==> config.mk <==
export PLATFORM = sky130hd
export DESIGN_NAME = wdog_win_top
export DESIGN_NICKNAME = d
export VERILOG_FILES = /design/src/rtl/wdog_pkg.sv /design/src/rtl/wdog_regs.sv /design/src/rtl/wdog_core.sv /design/src/rtl/wdog_win_top.sv
export SDC_FILE = /design/constraint.sdc
export NUM_CORES = 1
export LEC_CHECK = 0
export BUFFER_PORTS_ARGS = -buffer_cell sky130_fd_sc_hd__buf_2
export CAP_MARGIN = 10
export CORE_MARGIN = 2
export CORE_UTILIZATION = 35
export CTS_CLUSTER_DIAMETER = 120
export DETAILED_ROUTE_END_ITERATION = 6
export PLACE_DENSITY = 0.55
export SYNTH_ARGS = -nofsm -noshare
export SYNTH_HDL_FRONTEND = slang
export SYNTH_HIERARCHICAL = 1
export SYNTH_SLANG_ARGS = --single-unit
==> constraint.sdc <==
create_clock -name clk -period 2.1 [get_ports clk]
set_input_delay 0.21 -clock clk [delete_from_list [all_inputs] [get_ports clk]]
set_output_delay 0.21 -clock clk [all_outputs]
set_load 0.05 [all_outputs]
==> src/rtl/wdog_pkg.sv <==
package wdog_pkg;
  localparam int ADDR_W = 4;
  localparam int DATA_W = 8;

  // Register offsets seen by software
  localparam logic [ADDR_W-1:0] OFF_CTL   = 4'h0;
  localparam logic [ADDR_W-1:0] OFF_TIME  = 4'h1;
  localparam logic [ADDR_W-1:0] OFF_WARN  = 4'h2;
  localparam logic [ADDR_W-1:0] OFF_IECLR = 4'h4;
  localparam logic [ADDR_W-1:0] OFF_IESET = 4'h5;
  localparam logic [ADDR_W-1:0] OFF_FLAG  = 4'h6;
  localparam logic [ADDR_W-1:0] OFF_STAT  = 4'h7;
  localparam logic [ADDR_W-1:0] OFF_KICK  = 4'h8;

  // Field positions
  localparam int BIT_ARM  = 1;
  localparam int BIT_WIN  = 2;
  localparam int BIT_LOCK = 7;
  localparam int BIT_BUSY = 7;

  localparam logic [DATA_W-1:0] TIME_RST = 8'hBB;
  localparam logic [3:0]        WARN_RST = 4'hB;
endpackage

==> src/rtl/wdog_regs.sv <==
module wdog_regs
  import wdog_pkg::*;
#(
  parameter logic [DATA_W-1:0] KEY      = 8'hA5,
  parameter int                BUSY_CYC = 2
) (
  input  logic              clk,
  input  logic              rst,
  input  logic [ADDR_W-1:0] bus_addr,
  input  logic              bus_we,
  input  logic [DATA_W-1:0] bus_wdata,
  output logic [DATA_W-1:0] bus_rdata,
  output logic              irq,
  input  logic              ew_hit,
  output logic              run_en,
  output logic              win_en,
  output logic [3:0]        per_code,
  output logic [3:0]        win_code,
  output logic [3:0]        ew_code,
  output logic              kick_stb,
  output logic              kick_ok
);
  localparam int BW = $clog2(BUSY_CYC + 1);

  logic              arm_q, win_q, lock_q;
  logic [DATA_W-1:0] time_q;
  logic [3:0]        warn_q;
  logic              ie_q, flag_q, irq_q;
  logic              ie_n, flag_n;
  logic [BW-1:0]     busy_q;
  logic [DATA_W-1:0] rd_n, rd_q;
  logic              wr_ctl, wr_time, wr_warn, wr_ieclr, wr_ieset, wr_flag;

  assign wr_ctl   = bus_we && bus_addr == OFF_CTL;
  assign wr_time  = bus_we && bus_addr == OFF_TIME;
  assign wr_warn  = bus_we && bus_addr == OFF_WARN;
  assign wr_ieclr = bus_we && bus_addr == OFF_IECLR;
  assign wr_ieset = bus_we && bus_addr == OFF_IESET;
  assign wr_flag  = bus_we && bus_addr == OFF_FLAG;
  assign kick_stb = bus_we && bus_addr == OFF_KICK;
  assign kick_ok  = bus_wdata == KEY;

  always_comb begin
    ie_n = ie_q;
    if (wr_ieset && bus_wdata[0]) ie_n = 1'b1;
    else if (wr_ieclr && bus_wdata[0]) ie_n = 1'b0;
    flag_n = flag_q;
    if (ew_hit) flag_n = 1'b1;
    else if (wr_flag && bus_wdata[0]) flag_n = 1'b0;
  end

  always_comb begin
    rd_n = '0;
    unique case (bus_addr)
      OFF_CTL: begin
        rd_n[BIT_ARM]  = arm_q;
        rd_n[BIT_WIN]  = win_q;
        rd_n[BIT_LOCK] = lock_q;
      end
      OFF_TIME:             rd_n = time_q;
      OFF_WARN:             rd_n[3:0] = warn_q;
      OFF_IECLR, OFF_IESET: rd_n[0] = ie_q;
      OFF_FLAG:             rd_n[0] = flag_q;
      OFF_STAT:             rd_n[BIT_BUSY] = busy_q != '0;
      default:              rd_n = '0;
    endcase
  end

  always_ff @(posedge clk) begin
    if (rst) begin
      arm_q  <= 1'b0;
      win_q  <= 1'b0;
      lock_q <= 1'b0;
      time_q <= TIME_RST;
      warn_q <= WARN_RST;
      ie_q   <= 1'b0;
      flag_q <= 1'b0;
      irq_q  <= 1'b0;
      busy_q <= '0;
      rd_q   <= '0;
    end else begin
      if (wr_ctl && !lock_q) begin
        arm_q  <= bus_wdata[BIT_ARM];
        win_q  <= bus_wdata[BIT_WIN];
        lock_q <= bus_wdata[BIT_LOCK];
      end
      if (wr_time && !lock_q) time_q <= bus_wdata;
      if (wr_warn) warn_q <= bus_wdata[3:0];
      ie_q   <= ie_n;
      flag_q <= flag_n;
      irq_q  <= flag_n & ie_n;
      if (wr_ctl || wr_time || kick_stb) busy_q <= BW'(BUSY_CYC);
      else if (busy_q != '0) busy_q <= busy_q - 1'b1;
      rd_q <= rd_n;
    end
  end

  assign bus_rdata = rd_q;
  assign irq       = irq_q;
  assign run_en    = arm_q;
  assign win_en    = win_q;
  assign per_code  = time_q[3:0];
  assign win_code  = time_q[7:4];
  assign ew_code   = warn_q;

  // the flag only rises after a warning hit from the counter
  a_r9_flag_source: assert property (@(posedge clk) disable iff (rst)
    $rose(flag_q) |-> $past(ew_hit));

  // the flag only falls after a write of 1 to its bit
  a_r11_flag_w1c: assert property (@(posedge clk) disable iff (rst)
    $fell(flag_q) |-> $past(bus_we && bus_addr == OFF_FLAG && bus_wdata[0]));

  // the lock holds itself and the timing setup
  a_r13_lock_hold: assert property (@(posedge clk) disable iff (rst)
    lock_q |=> (lock_q && $stable(time_q) && $stable(arm_q)));
endmodule

==> src/rtl/wdog_core.sv <==
module wdog_core #(
  parameter int BASE_SHIFT = 3,
  parameter int MAX_CODE   = 11
) (
  input  logic       clk,
  input  logic       rst,
  input  logic       run_en,
  input  logic       win_en,
  input  logic [3:0] per_code,
  input  logic [3:0] win_code,
  input  logic [3:0] ew_code,
  input  logic       kick_stb,
  input  logic       kick_ok,
  output logic       ew_hit,
  output logic       rst_req
);
  localparam int CW    = BASE_SHIFT + MAX_CODE + 1;
  localparam int NLIM  = 3;
  localparam int I_PER = 0;
  localparam int I_WIN = 1;
  localparam int I_EW  = 2;

  function automatic logic [CW-1:0] span(input logic [3:0] code);
    logic [3:0] sat;
    sat = (code > 4'(MAX_CODE)) ? 4'(MAX_CODE) : code;
    return CW'(1) << (BASE_SHIFT + int'(sat));
  endfunction

  logic [3:0]    codes [NLIM];
  logic [CW-1:0] lims  [NLIM];
  logic [CW-1:0] cnt_q;
  logic          rst_req_q;
  logic          win_closed;

  assign codes[I_PER] = per_code;
  assign codes[I_WIN] = win_code;
  assign codes[I_EW]  = ew_code;

  for (genvar i = 0; i < NLIM; i++) begin : g_lim
    assign lims[i] = span(codes[i]);
  end

  assign win_closed = win_en && (cnt_q < lims[I_WIN]);
  assign ew_hit     = run_en && (cnt_q == lims[I_EW] - 1'b1);

  always_ff @(posedge clk) begin
    if (rst) begin
      cnt_q     <= '0;
      rst_req_q <= 1'b0;
    end else begin
      rst_req_q <= 1'b0;
      if (!run_en) begin
        cnt_q <= '0;
      end else if (kick_stb) begin
        cnt_q <= '0;
        if (!kick_ok || win_closed) rst_req_q <= 1'b1;
      end else if (cnt_q == lims[I_PER] - 1'b1) begin
        cnt_q     <= '0;
        rst_req_q <= 1'b1;
      end else begin
        cnt_q <= cnt_q + 1'b1;
      end
    end
  end

  assign rst_req = rst_req_q;

  // every request coincides with a restarted counter
  a_r3_restart: assert property (@(posedge clk) disable iff (rst)
    rst_req_q |-> cnt_q == '0);

  // a wrong key while armed leads to a request
  a_r6_bad_key: assert property (@(posedge clk) disable iff (rst)
    (run_en && kick_stb && !kick_ok) |=> rst_req_q);

  // a key inside the closed window is a fault
  a_r7_early_kick: assert property (@(posedge clk) disable iff (rst)
    (run_en && kick_stb && kick_ok && win_en && cnt_q < lims[I_WIN]) |=> rst_req_q);

  // nothing is requested while disarmed
  a_r8_idle_quiet: assert property (@(posedge clk) disable iff (rst)
    !run_en |=> !rst_req_q);
endmodule

==> src/rtl/wdog_win_top.sv <==
module wdog_win_top
  import wdog_pkg::*;
#(
  parameter int                BASE_SHIFT = 3,
  parameter int                MAX_CODE   = 11,
  parameter int                BUSY_CYC   = 2,
  parameter logic [DATA_W-1:0] KEY        = 8'hA5
) (
  input  logic              clk,
  input  logic              rst,
  input  logic [ADDR_W-1:0] bus_addr,
  input  logic              bus_we,
  input  logic [DATA_W-1:0] bus_wdata,
  output logic [DATA_W-1:0] bus_rdata,
  output logic              irq,
  output logic              rst_req
);
  logic       run_en, win_en, kick_stb, kick_ok, ew_hit;
  logic [3:0] per_code, win_code, ew_code;

  wdog_regs #(.KEY(KEY), .BUSY_CYC(BUSY_CYC)) u_regs (
    .clk(clk), .rst(rst),
    .bus_addr(bus_addr), .bus_we(bus_we), .bus_wdata(bus_wdata),
    .bus_rdata(bus_rdata), .irq(irq), .ew_hit(ew_hit),
    .run_en(run_en), .win_en(win_en),
    .per_code(per_code), .win_code(win_code), .ew_code(ew_code),
    .kick_stb(kick_stb), .kick_ok(kick_ok)
  );

  wdog_core #(.BASE_SHIFT(BASE_SHIFT), .MAX_CODE(MAX_CODE)) u_core (
    .clk(clk), .rst(rst),
    .run_en(run_en), .win_en(win_en),
    .per_code(per_code), .win_code(win_code), .ew_code(ew_code),
    .kick_stb(kick_stb), .kick_ok(kick_ok),
    .ew_hit(ew_hit), .rst_req(rst_req)
  );
endmodule

# == Yosys cells after proc, flatten, opt, wreduce, memory -nomap -nowiden ==
# Cells that the tools add are included.
# op_classes
addsub,7
magnitude_cmp,4
n_eq_ne,10
n_shift,3
n_mux,16
bitwise_logic,3
n_reduce_logical,27
# ops
cell,n
"1-bit by 32-bit << shifter with 15-bit output, first input constant",3
15-bit equality test,2
"15-bit by 1-bit subtractor with 15-bit output, second input constant",2
"4-bit by 3-bit equality test with 1-bit output, second input constant",4
"15-bit by 1-bit adder with 15-bit output, second input constant",1
"2-bit by 4-bit adder with 5-bit output, first input constant",3
15-bit < comparator,1
1-bit logical AND,14
"4-bit > comparator, second input constant",3
4-bit two-way mux,3
"8-bit equality test, second input constant",1
2-bit OR reduction,4
1-bit two-way mux,7
2-bit case mux with 3 select lines,1
"4-bit by 1-bit equality test with 1-bit output, second input constant",1
"4-bit by 2-bit equality test with 1-bit output, second input constant",1
"4-bit equality test, second input constant",1
4-bit logical NOT,1
2-bit two-way mux,2
1-bit case mux with 4 select lines,1
2-bit nonzero test,2
4-bit OR reduction,1
1-bit logical OR,3
1-bit case mux with 3 select lines,1
other kinds (5),7
# totals
register_bits,44
out_inout_bits,10
elab_cells,84

# == Longest topological paths before layout ==
# Gate-level depths: netlist of the first run.
# depth
word_depth,9
depth_mapped,9
ltp_nobuf,8

# == Cells and area by module ==
# The synthesis of the first run kept the hierarchy.
# by_module_without_submodules
mod,instances,cells_per_inst,area_per_inst_um2
wdog_core,1,246,1789.2
wdog_regs,1,127,1252.5

# == Worst setup path before layout of the first run ==
# Ideal clock, no wire load.
# synth_path
kind,reg-to-reg
from,reg u_regs.time_q[0]
to,reg u_core.cnt_q[13]
setup_ns,0.130
arrival_ns,1.800
required_time_ns,1.970
slack_ns,0.170
path_stages_with_launch,8
path_buffers,1
period_less_slack_ns,1.930
path_cell_list,dfxtp_1 nand2_1 xnor2_1 or4_1 a221oi_1 a41o_1 buf_6 nor3_1
# synth_between
elab_chain_len,7
# synth_rtl
element,line,source
"start, declared",wdog_regs.sv:26,logic [DATA_W-1:0] time_q;
"start signal, assigned",wdog_regs.sv:87,if (wr_time && !lock_q) time_q <= bus_wdata;
4-bit > comparator,wdog_core.sv:25,sat = (code > 4'(MAX_CODE)) ? 4'(MAX_CODE) : code;
4-bit two-way mux *,wdog_core.sv:25,
2-bit by 4-bit adder with 5-bit output *,wdog_core.sv:26,return CW'(1) << (BASE_SHIFT + int'(sat));
1-bit by 32-bit << shifter with 15-bit output *,wdog_core.sv:26,
15-bit by 1-bit subtractor with 15-bit output *,wdog_core.sv:57,end else if (cnt_q == lims[I_PER] - 1'b1) begin
15-bit equality test *,wdog_core.sv:57,
4-bit OR reduction (no line) *,n/a,
"end signal, assigned",wdog_core.sv:61,cnt_q <= cnt_q + 1'b1;
"end, declared",wdog_core.sv:31,logic [CW-1:0] cnt_q;
# Every way passes the cells marked *; elsewhere a longest branch is shown, timed or not.
# A chain may end at the register's enable or synchronous reset.

# == Final worst setup path of the first run ==
# layout_path
from,reg u_regs.time_q[1]
to,reg u_core.cnt_q[14]
# Same word-level chain as after synthesis.

==> results.json, run 1 <==
{
  "core_area_um2": 8593,
  "grt_pass1_wl_um": 13990,
  "worstPathRequired_ps": 2280,
  "grt_start_max_net_pins": 27,
  "rsz0062_at_grt": "false",
  "routed_via_density": 5.677,
  "drt.antenna.violating_nets": 0,
  "arrival_ps": 2190,
  "final.min_clock_period_ps": 2011,
  "seq_area_um2": 889.6,
  "portBuffers": 24,
  "syn_inst": 373,
  "setup_slack_ps": 89.28,
  "htree_levels": 2,
  "totalWireLength_um": 8321,
  "vias": 2935,
  "cp-end-kind": "flip-flop",
  "nNetsFinal": 440,
  "leakage_nw": 1.369,
  "final_max_slew_viol_count": 0,
  "outcome": "complete, no violations",
  "setup_viol_count_final": 0,
  "fin_tns_setup_ps": 0,
  "async_flop_share_pct": 0,
  "cts_max_path_buffers": 2,
  "synth_edf_count": 0,
  "start_util_pct": 35.40,
  "gr-total-overflow": 0,
  "cts_made_buffers": 5,
  "drt_iter0_drc": 221,
  "synth_cell_type_count": 60,
  "post-dp-hpwl_um": 6218,
  "finalHoldViolations": 0,
  "cts_setup_buffers": 0,
  "maxCapViolations": 0,
  "path_clk_slew_ps": 90,
  "die_x_um": 97.22,
  "drc": 0,
  "multi_input_area_um2": 2028,
  "rows": 34,
  "n_antenna_cell": 0,
  "ys_seq_area_share_pct": 28.96,
  "area_growth_pct": 16.74,
  "detail_route.wl_per_cell_um": 16.09,
  "critPathLaunchType": "flip-flop",
  "grt_pass1_vias": 2751,
  "place.gp.congestion": 0.8730,
  "drive_above_1_share_pct": 21.27,
  "root_buffer": "clkbuf_8",
  "synth_area_per_cell_um2": 8.155,
  "final_common_cell": "dfxtp_1",
  "fillers": 892,
  "track_usage_pct": 17.81,
  "die_h_um": 97.22,
  "irDropWorstVdd_uv": 281.3,
  "fin_crit_sh_pct": 95.75,
  "fin_skew_ps": 5.094,
  "io_pins": 25,
  "yosysWarningCount": 6,
  "ys_ff_latch": 44,
  "clock_sinks": 44,
  "critPathMaxFanout": 14,
  "insertion_delay_ps": 300,
  "die-area_um2": 9452,
  "fmax_ghz": 0.4973,
  "synth-main-ff-cell": "dfxtp_1",
  "mostFrequentLayoutCells": "dfxtp_1 (37), nand2_1 (33), buf_4 (26)",
  "cts_tree": "yes",
  "antenna_found_initial": 0,
  "power_density_nw_per_um2": 489.4,
  "worst-setup-path-type": "reg2reg",
  "slew_headroom_pct": 67.17,
  "syn-cell-area_um2": 3042,
  "dp_slack_ps": 53.56,
  "holdCritPathClass": "in2reg",
  "first_pass_iters": 5,
  "tightest_slew_ps": 485.6
}
[Yosys cell counts, drive strengths merged (12+ instances only)]
cell    number  area (um^2)
nand3       19        95.09
o21ai       18        90.09
nor2        21        78.83
ha          17        212.7
a21oi       17        85.08
nor3        19        100.1
nand2       33        123.9
xnor2       16        140.1
dfxtp       44        880.8
and3        13        81.33
clkbuf      16        61.30
buf         12        78.83
[per-stage QoR]
step	hold WS [ps]	power (mW)	instance area (um^2)	cells	util (%)
2_1_floorplan	357.5	1.002	3060	378	-
3_3_place_gp	459.4	1.055	3391	509	39.46
3_5_place_dp	461.3	1.054	3391	509	39.46
4_1_cts	166.7	1.750	3512	517	40.87
5_1_grt	160.5	1.813	3551	517	41.32
6_report	164.7	1.738	3551	517	41.32
[where the power goes]
part / internal, mW / switching [mW] / leakage (nW)
sequential: 0.843 / 0.0101 / 0.355
combinational: 0.0742 / 0.115 / 0.953
clock: 0.389 / 0.305 / 0.0614
[repair_timing]
action	4_1_cts	5_1_grt
endpoints found under the hold margin	0	0
setup endpoints to repair	0	5
hold buffers	0	0
gates resized for setup	0	16
[critical path, stage by stage (launching register included)]
cell and delay (ps):
dfxtp_1 340, buf_4 170, nor2_1 90, o22ai_1 80
a221o_1 360, nor4_1 320, a41o_1 300, buf_12 160
nor3_1 60
[sequential cells by signal, summed over array words and instances (netlist names)]
name	count
u_regs/ew_code	4
u_regs/flag_q	1
u_core/cnt_q	15
u_regs/time_q	8
u_regs/ie_q	1
u_regs/busy_q	2
u_regs/run_en	1
u_regs/lock_q	1
u_core/rst_req	1
u_regs/bus_rdata	8
u_regs/irq	1
u_regs/win_en	1
[per-layer routing]
layer	routed length, um	GRT usage, %	vias to the layer above
met5	0	0	-
met4	286	6.303	0
met3	388	2.734	29
met2	3662	28.04	107
met1	3983	24.82	1365
li1	-	-	1434
[logic make-up after synthesis]
kind of cell	count (synthesis)	share of synthesized area, %
DFF	44	28.96
and+or+nand+nor	156	29.78
buffers and inverters	39	5.964
adders and majority gates	17	6.993
AOI/OAI and AO/OA	86	19.29
xor gates and xnor gates	27	7.774
muxes	3	1.111
other	1	0.1233
[final timing paths]
path                    startpoint               end  slack (ps)  cells past startpoint
setup / recovery  u_regs/time_q[1]  u_core/cnt_q[14]          90                      8
hold / removal        bus_wdata[6]  u_regs/time_q[6]         160                      3
setup reg to reg  u_regs/time_q[1]  u_core/cnt_q[14]          90                      8
hold reg to reg   u_regs/busy_q[1]  u_regs/busy_q[1]         480                      2
[cell type report]
class / instances / area share [%]
multi-input combinational: 295 / 57.12
tap: 108 / 3.806
inverter: 11 / 1.163
timing repair buffer: 51 / 9.443
clock buffer: 6 / 2.326
clock inverter: 2 / 1.092
sequential: 44 / 25.05
Power figures use the tool's default switching activity.
==> inputs of run 2 (changes only) <==
ABC_AREA = 1   (was default)
==> run 2 against run 1 <==
Effect of this change: worst setup slack better by 120 ps; die area up 3.1%; critical path depth is 6 higher; sequential share of layout area down 0.27 points; routed wire length fell by 4.4%; power decreased by 0.33%; combinational power down 6%; critical path type unchanged; critical endpoint is now u_core/rst_req; highest routed layer unchanged.
==> results.json, run 2 <==
{
  "finalHoldViolations": 0,
  "path_clk_slew_ps": 90,
  "totalWireLength_um": 7959,
  "hold_buffers": 0,
  "worst_path_most_repeated_cell": "nand2_1",
  "ys_seq_area_share_pct": 28.05,
  "arrival_ps": 2090,
  "grt_start_max_net_pins": 24,
  "drive_above_1_share_pct": 16.37,
  "yosysWarningCount": 6,
  "fin_skew_ps": 8.133,
  "grt_pass1_wl_um": 13810,
  "irDropWorstVdd_uv": 255.8,
  "synth_edf_count": 0,
  "fin_cells": 615,
  "yosys.area.top_type_share_pct": 28.05,
  "root_buffer": "clkbuf_8",
  "reg2reg_from": "u_regs/time_q[6]",
  "final_common_cell": "nand2_1",
  "dp.cells": 607,
  "reg2reg_depth": 14,
  "setup_viol_count_final": 0,
  "max_stage_delay_ps": 360,
  "first_pass_iters": 4,
  "synth_area_per_cell_um2": 6.710,
  "ys_top_cells_by_area": "dfxtp_1 (28%), nand2_1 (13%), nand3_1 (9.1%), inv_1 (7.9%), xor2_1 (7.5%)",
  "async_flop_share_pct": 0,
  "worst-setup-path-type": "reg2reg",
  "tightest_slew_ps": 686.1,
  "gr-total-overflow": 0,
  "insertion_delay_ps": 300,
  "area_growth_pct": 13.51,
  "cp-end-kind": "flip-flop",
  "worstPathRequired_ps": 2300,
  "fin_tns_setup_ps": 0,
  "slew_headroom_pct": 54.21,
  "cp-startpoint": "u_regs/time_q[6]",
  "synth_cell_type_count": 37,
  "finalCoreUtilization_pct": 40.88,
  "dp_slack_ps": 189.7,
  "worstPathCellList": "a21oi_1, inv_1, nor2_1, nand2_1, ha_1, nand2_1, nor2_1, o21ai_0, nand2_1, nand2_1, nand3_1, nand2_1, nand2_1, a21oi_1",
  "final_max_slew_viol_count": 0,
  "holdCritPathClass": "in2reg",
  "outcome": "complete, no violations",
  "critPathLaunchType": "flip-flop",
  "ys_ff_latch": 44,
  "vias": 2995,
  "start_util_pct": 36.01,
  "fmax_ghz": 0.5282,
  "n_antenna_cell": 0,
  "drt.antenna.violating_nets": 0,
  "antenna_found_initial": 0,
  "min_from": "bus_wdata[6]",
  "drc": 0,
  "rr_endpoint": "u_core/rst_req",
  "core_area_um2": 8721,
  "portBuffers": 24,
  "critPathMaxFanout": 6,
  "nNetsFinal": 538,
  "regMostFlops": "u_core/cnt_q",
  "die-area_um2": 9747,
  "place.gp.congestion": 0.9344,
  "cts_tree": "yes",
  "r2r_setup_slack_ps": 210,
  "syn-cell-area_um2": 3141,
  "post-dp-hpwl_um": 6451,
  "yosysMostFrequentCell": "nand2_1",
  "htree_levels": 2,
  "detail_route.wl_per_cell_um": 12.94,
  "rows": 34,
  "clock_sinks": 44,
  "setup_slack_ps": 206.8,
  "routed_via_density": 4.870,
  "io_pins": 25,
  "die_h_um": 98.73,
  "mostFrequentLayoutCells": "nand2_1 (110), inv_1 (66), nand3_1 (57)",
  "maxCapViolations": 0,
  "power_density_nw_per_um2": 485.8,
  "drt_iter0_drc": 118,
  "cp_slowest_cell": "dfxtp_1",
  "grt_pass1_vias": 2942,
  "synth-main-ff-cell": "dfxtp_1",
  "fin_crit_sh_pct": 90.15,
  "cts_made_buffers": 5,
  "largest_reg_flops": 15,
  "track_usage_pct": 17.55,
  "synthTopCellsByCount": "nand2_1 (110), inv_1 (66), nand3_1 (57)",
  "synth_area_leader_cell": "dfxtp_1",
  "endpoint": "u_core/rst_req",
  "die_x_um": 98.73,
  "final.min_clock_period_ps": 1893,
  "syn_inst": 468,
  "cts_max_path_buffers": 2,
  "leakage_nw": 1.687
}
-- run 2: cell count changes after synthesis, moves of 13 or more --
cell / delta
and3_1: -13
xnor2_1: -14
inv_1: +55
nand2_1: +77
nand3_1: +38
xor2_1: +16
nor2_2: +15
nor2_1: +21
-- run 2: layout make-up --
cell class              instances  area [um^2]
fillers                       926         5156
multi-input cells             349         1956
flip-flops and latches         44        883.3
inverters                      71        266.5
repair buffers                 35        202.7
well taps                     108        135.1
clock inverters                 2        38.79
clock buffers                   6        82.58
-- run 2: logic make-up (layout without fill, tap and decap cells) --
| kind of cell | count (synthesis) | in the layout | share of synthesized area, % |
|---|---|---|---|
| other | 1 | 6 | 0.1194 |
| AND/OR/NAND/NOR | 261 | 261 | 40.00 |
| buffers and inverters | 80 | 114 | 10.44 |
| adder cells (fa/ha/maj) | 17 | 17 | 6.773 |
| flip-flops | 44 | 44 | 28.05 |
| AO/OA/AOI/OAI | 36 | 36 | 6.534 |
| XOR/XNOR | 29 | 29 | 8.088 |
-- run 2: worst min path at each step --
stage                     depth (start not counted)  slack [ps]                end
after floorplan                                   1         280  u_regs/ew_code[2]
after global placement                            2         460   u_regs/busy_q[1]
after detailed placement                          3         470   u_regs/time_q[6]
after CTS                                         3         140   u_regs/time_q[6]
after global routing                              3         150   u_regs/time_q[6]
final                                             3         150   u_regs/time_q[6]
-- run 2: what timing repair did --
action	CTS	global route
buffers inserted	0	0
setup endpoints to repair	0	1
gates resized for setup	0	4
-- run 2: metrics by stage --
step | instance area [um^2] | total power [mW] | hold WS [ps]
final | 3565 | 1.732 | 146.8
after CTS | 3557 | 1.749 | 143.1
after floorplan | 3159 | 0.9984 | 279.1
after detailed placement | 3436 | 1.049 | 465.1
after global placement | 3436 | 1.048 | 456.2
after global routing | 3565 | 1.808 | 154.7
-- run 2: metal layers --
| metal | share of wire [%] | vias up | GRT usage [%] | routed length, um |
|---|---|---|---|---|
| li1 | - | 1569 | - | - |
| met1 | 47 | 1335 | 22.86 | 3765 |
| met2 | 46 | 76 | 29.36 | 3657 |
| met3 | 4.5 | 15 | 3.191 | 356 |
| met4 | 2.2 | 0 | 5.901 | 179 |
| met5 | 0 | - | 0 | 0 |
-- run 2: report_power, final --
| part | leakage (nW) | internal, mW | switching, mW |
|---|---|---|---|
| registers | 0.355 | 0.844 | 0.0109 |
| clock network | 0.0614 | 0.389 | 0.310 |
| logic | 1.27 | 0.0584 | 0.119 |
-- run 2: worst max-delay path, delay by kind of cell, from the launching register on --
kind | cells | cell delay, ps
flip-flops | 1 | 360
buffers and inverters | 1 | 70
adder cells (fa/ha/maj) | 1 | 280
AND/OR/NAND/NOR | 9 | 750
AO/OA/AOI/OAI | 3 | 320
==> inputs of run 3 (changes only) <==
clock period = 2.26 ns   (was 2.1 ns; I/O delays follow)
==> run 3 against run 2 <==
Effect of this change: via count fell by 1.1%; count of clock-buffer cells in the layout down 1; power fell by 16%; design area shrank 3.0%; combinational power down 9%; die area is the same; routed wire length down 4.7%; register-to-register slack better by 80 ps; clock power fell by 30%; critical path type unchanged; largest cell class unchanged.
==> results.json, run 3 (synthesis results as in run 2) <==
{
  "place.gp.congestion": 0.9579,
  "worstPathCellList": "a21oi_1, nor2_1, nand2_1, ha_1, nand2_1, inv_1, nand3_1, inv_1, a21oi_1, nand3_1, nand2_1, nand2_1, a21oi_1",
  "cts-resized-gates": 0,
  "insertion_delay_ps": 300,
  "tightest_slew_ps": 691.1,
  "hold_buffers": 0,
  "cp-startpoint": "u_regs/time_q[7]",
  "power.internal_mw": 1.047,
  "rsz0062_at_grt": "false",
  "arrival_ps": 2210,
  "cp_slowest_cell": "dfxtp_1",
  "holdWs_ps": 179.9,
  "endpoint": "u_core/rst_req",
  "irDropWorstVdd_uv": 245.5,
  "p_sw_uw": 402.7,
  "drc": 0,
  "fin_tns_setup_ps": 0,
  "die-area_um2": 9747,
  "cts_made_buffers": 5,
  "root_buffer": "clkbuf_8",
  "grt_pass1_wl_um": 12720,
  "vias": 2961,
  "portBuffers": 24,
  "track_usage_pct": 16.06,
  "r2r_setup_slack_ps": 280,
  "power_frac_seq_pct": 54.9,
  "cts_max_path_buffers": 2,
  "design_area_um2": 3457,
  "drive_above_1_share_pct": 14.06,
  "detail_route.wl_per_cell_um": 12.52,
  "mostFrequentLayoutCells": "nand2_1 (110), inv_1 (66), nand3_1 (57)",
  "leakage_nw": 1.625,
  "die_h_um": 98.73,
  "worst-setup-path-type": "reg2reg",
  "worst_path_most_repeated_cell": "nand2_1",
  "dp_slack_ps": 297.2,
  "rr_endpoint": "u_core/rst_req",
  "clock_sinks": 44,
  "largest_reg_flops": 15,
  "cts_tree": "yes",
  "p_clk_share_pct": 34.0,
  "fmax_ghz": 0.5063,
  "critPathBufInv": 2,
  "max_stage_delay_ps": 500,
  "first_pass_iters": 4,
  "setup_viol_count_final": 0,
  "start_util_pct": 36.01,
  "gr-total-overflow": 0,
  "routed_via_density": 4.886,
  "reg2reg_from": "u_regs/time_q[7]",
  "die_x_um": 98.73,
  "critPathLaunchType": "flip-flop",
  "worstPathRequired_ps": 2500,
  "placed_area_um2": 3376,
  "area_growth_pct": 10.08,
  "drt.antenna.violating_nets": 0,
  "cp_top_family": "simple AND/OR/NAND/NOR gates",
  "fin_crit_sh_pct": 87.39,
  "final_common_cell": "nand2_1",
  "cp-end-kind": "flip-flop",
  "fillers": 918,
  "final_max_slew_viol_count": 0,
  "reg2reg_depth": 13,
  "post-dp-hpwl_um": 6030,
  "cts_setup_buffers": 0,
  "whs_path_depth": 3,
  "slew_headroom_pct": 53.88,
  "n_antenna_cell": 0,
  "pwr-share-comb_pct": 11.2,
  "critPathMaxFanout": 10,
  "io_pins": 25,
  "cp.depth": 13,
  "holdCritPathClass": "in2reg",
  "nNetsFinal": 530,
  "final.min_clock_period_ps": 1975,
  "outcome": "complete, no violations",
  "min_from": "bus_wdata[1]",
  "finalHoldViolations": 0,
  "grt_start_max_net_pins": 24,
  "core_area_um2": 8721,
  "rows": 34,
  "setup_slack_ps": 284.9,
  "htree_levels": 2,
  "power_density_nw_per_um2": 419.3,
  "switching_share_pct": 27.78,
  "regMostFlops": "u_core/cnt_q",
  "fin_skew_ps": 7.550,
  "grt_pass1_vias": 2714,
  "path_clk_slew_ps": 90,
  "drt_iter0_drc": 108,
  "maxCapViolations": 0,
  "antenna_found_initial": 0,
  "totalWireLength_um": 7588
}
## run 3: changes by cell type in the layout (fill, tap and decap cells not counted), moves of 2 or more
| cell | previous run | this run |
|---|---|---|
| nor2_2 | 17 | 15 |
| dfxtp_1 | 42 | 44 |
| nor2_1 | 40 | 42 |
| buf_4 | 11 | 3 |
| dfxtp_2 | 2 | 0 |
## run 3: worst min-delay path by stage
stage / end / slack (ps)
floorplan: u_regs/ew_code[2] / 300
global placement: u_regs/busy_q[1] / 460
detailed placement: u_regs/busy_q[1] / 460
CTS: u_regs/run_en / 170
global route: u_regs/run_en / 190
finish: u_regs/run_en / 180
## run 3: power by group through the flow
stage / Combinational, mW / Clock, mW / Sequential [mW]
after detailed placement: 0.159 / 0 / 0.814
after floorplan: 0.108 / 0 / 0.819
after CTS: 0.160 / 0.511 / 0.795
after global routing: 0.184 / 0.540 / 0.797
final: 0.162 / 0.492 / 0.795
after global placement: 0.159 / 0 / 0.813
## run 3: area by class of cell
| class | instances | area, um^2 | area share, % |
|---|---|---|---|
| sequential | 44 | 880.8 | 25.48 |
| multi-input combinational | 349 | 1951 | 56.42 |
| tap | 108 | 135.1 | 3.909 |
| inverter | 71 | 266.5 | 7.709 |
| timing repair buffer | 27 | 142.6 | 4.126 |
| clock inverter | 2 | 12.51 | 0.3619 |
| clock buffer | 5 | 68.82 | 1.991 |
## run 3: metrics by stage
| step | instances | util (%) | power [mW] |
|---|---|---|---|
| final | 606 | 39.64 | 1.450 |
| after detailed placement | 599 | 38.71 | 0.9726 |
| after CTS | 606 | 39.64 | 1.466 |
| after global placement | 599 | 38.71 | 0.9724 |
| after global routing | 606 | 39.64 | 1.521 |
| after floorplan | 473 | - | 0.9278 |
## run 3: worst reg2reg max path, stage by stage, from the launching register on
cell and delay (ps):
dfxtp_1 500, a21oi_1 110, nor2_1 200, nand2_1 90, ha_1 290, nand2_1 60
inv_1 50, nand3_1 80, inv_1 40, a21oi_1 130, nand3_1 90, nand2_1 70
nand2_1 50, a21oi_1 160
## run 3: routing by layer
layer  track usage, %  wire length (um)  part of all wire, %  vias to the layer above
li1                 -                 -                    -                     1556
met1            21.46              3662                   48                     1325
met2            26.37              3463                   46                       68
met3            2.553               326                  4.3                       12
met4            5.585               136                  1.8                        0
met5                0                 0                    0                        -
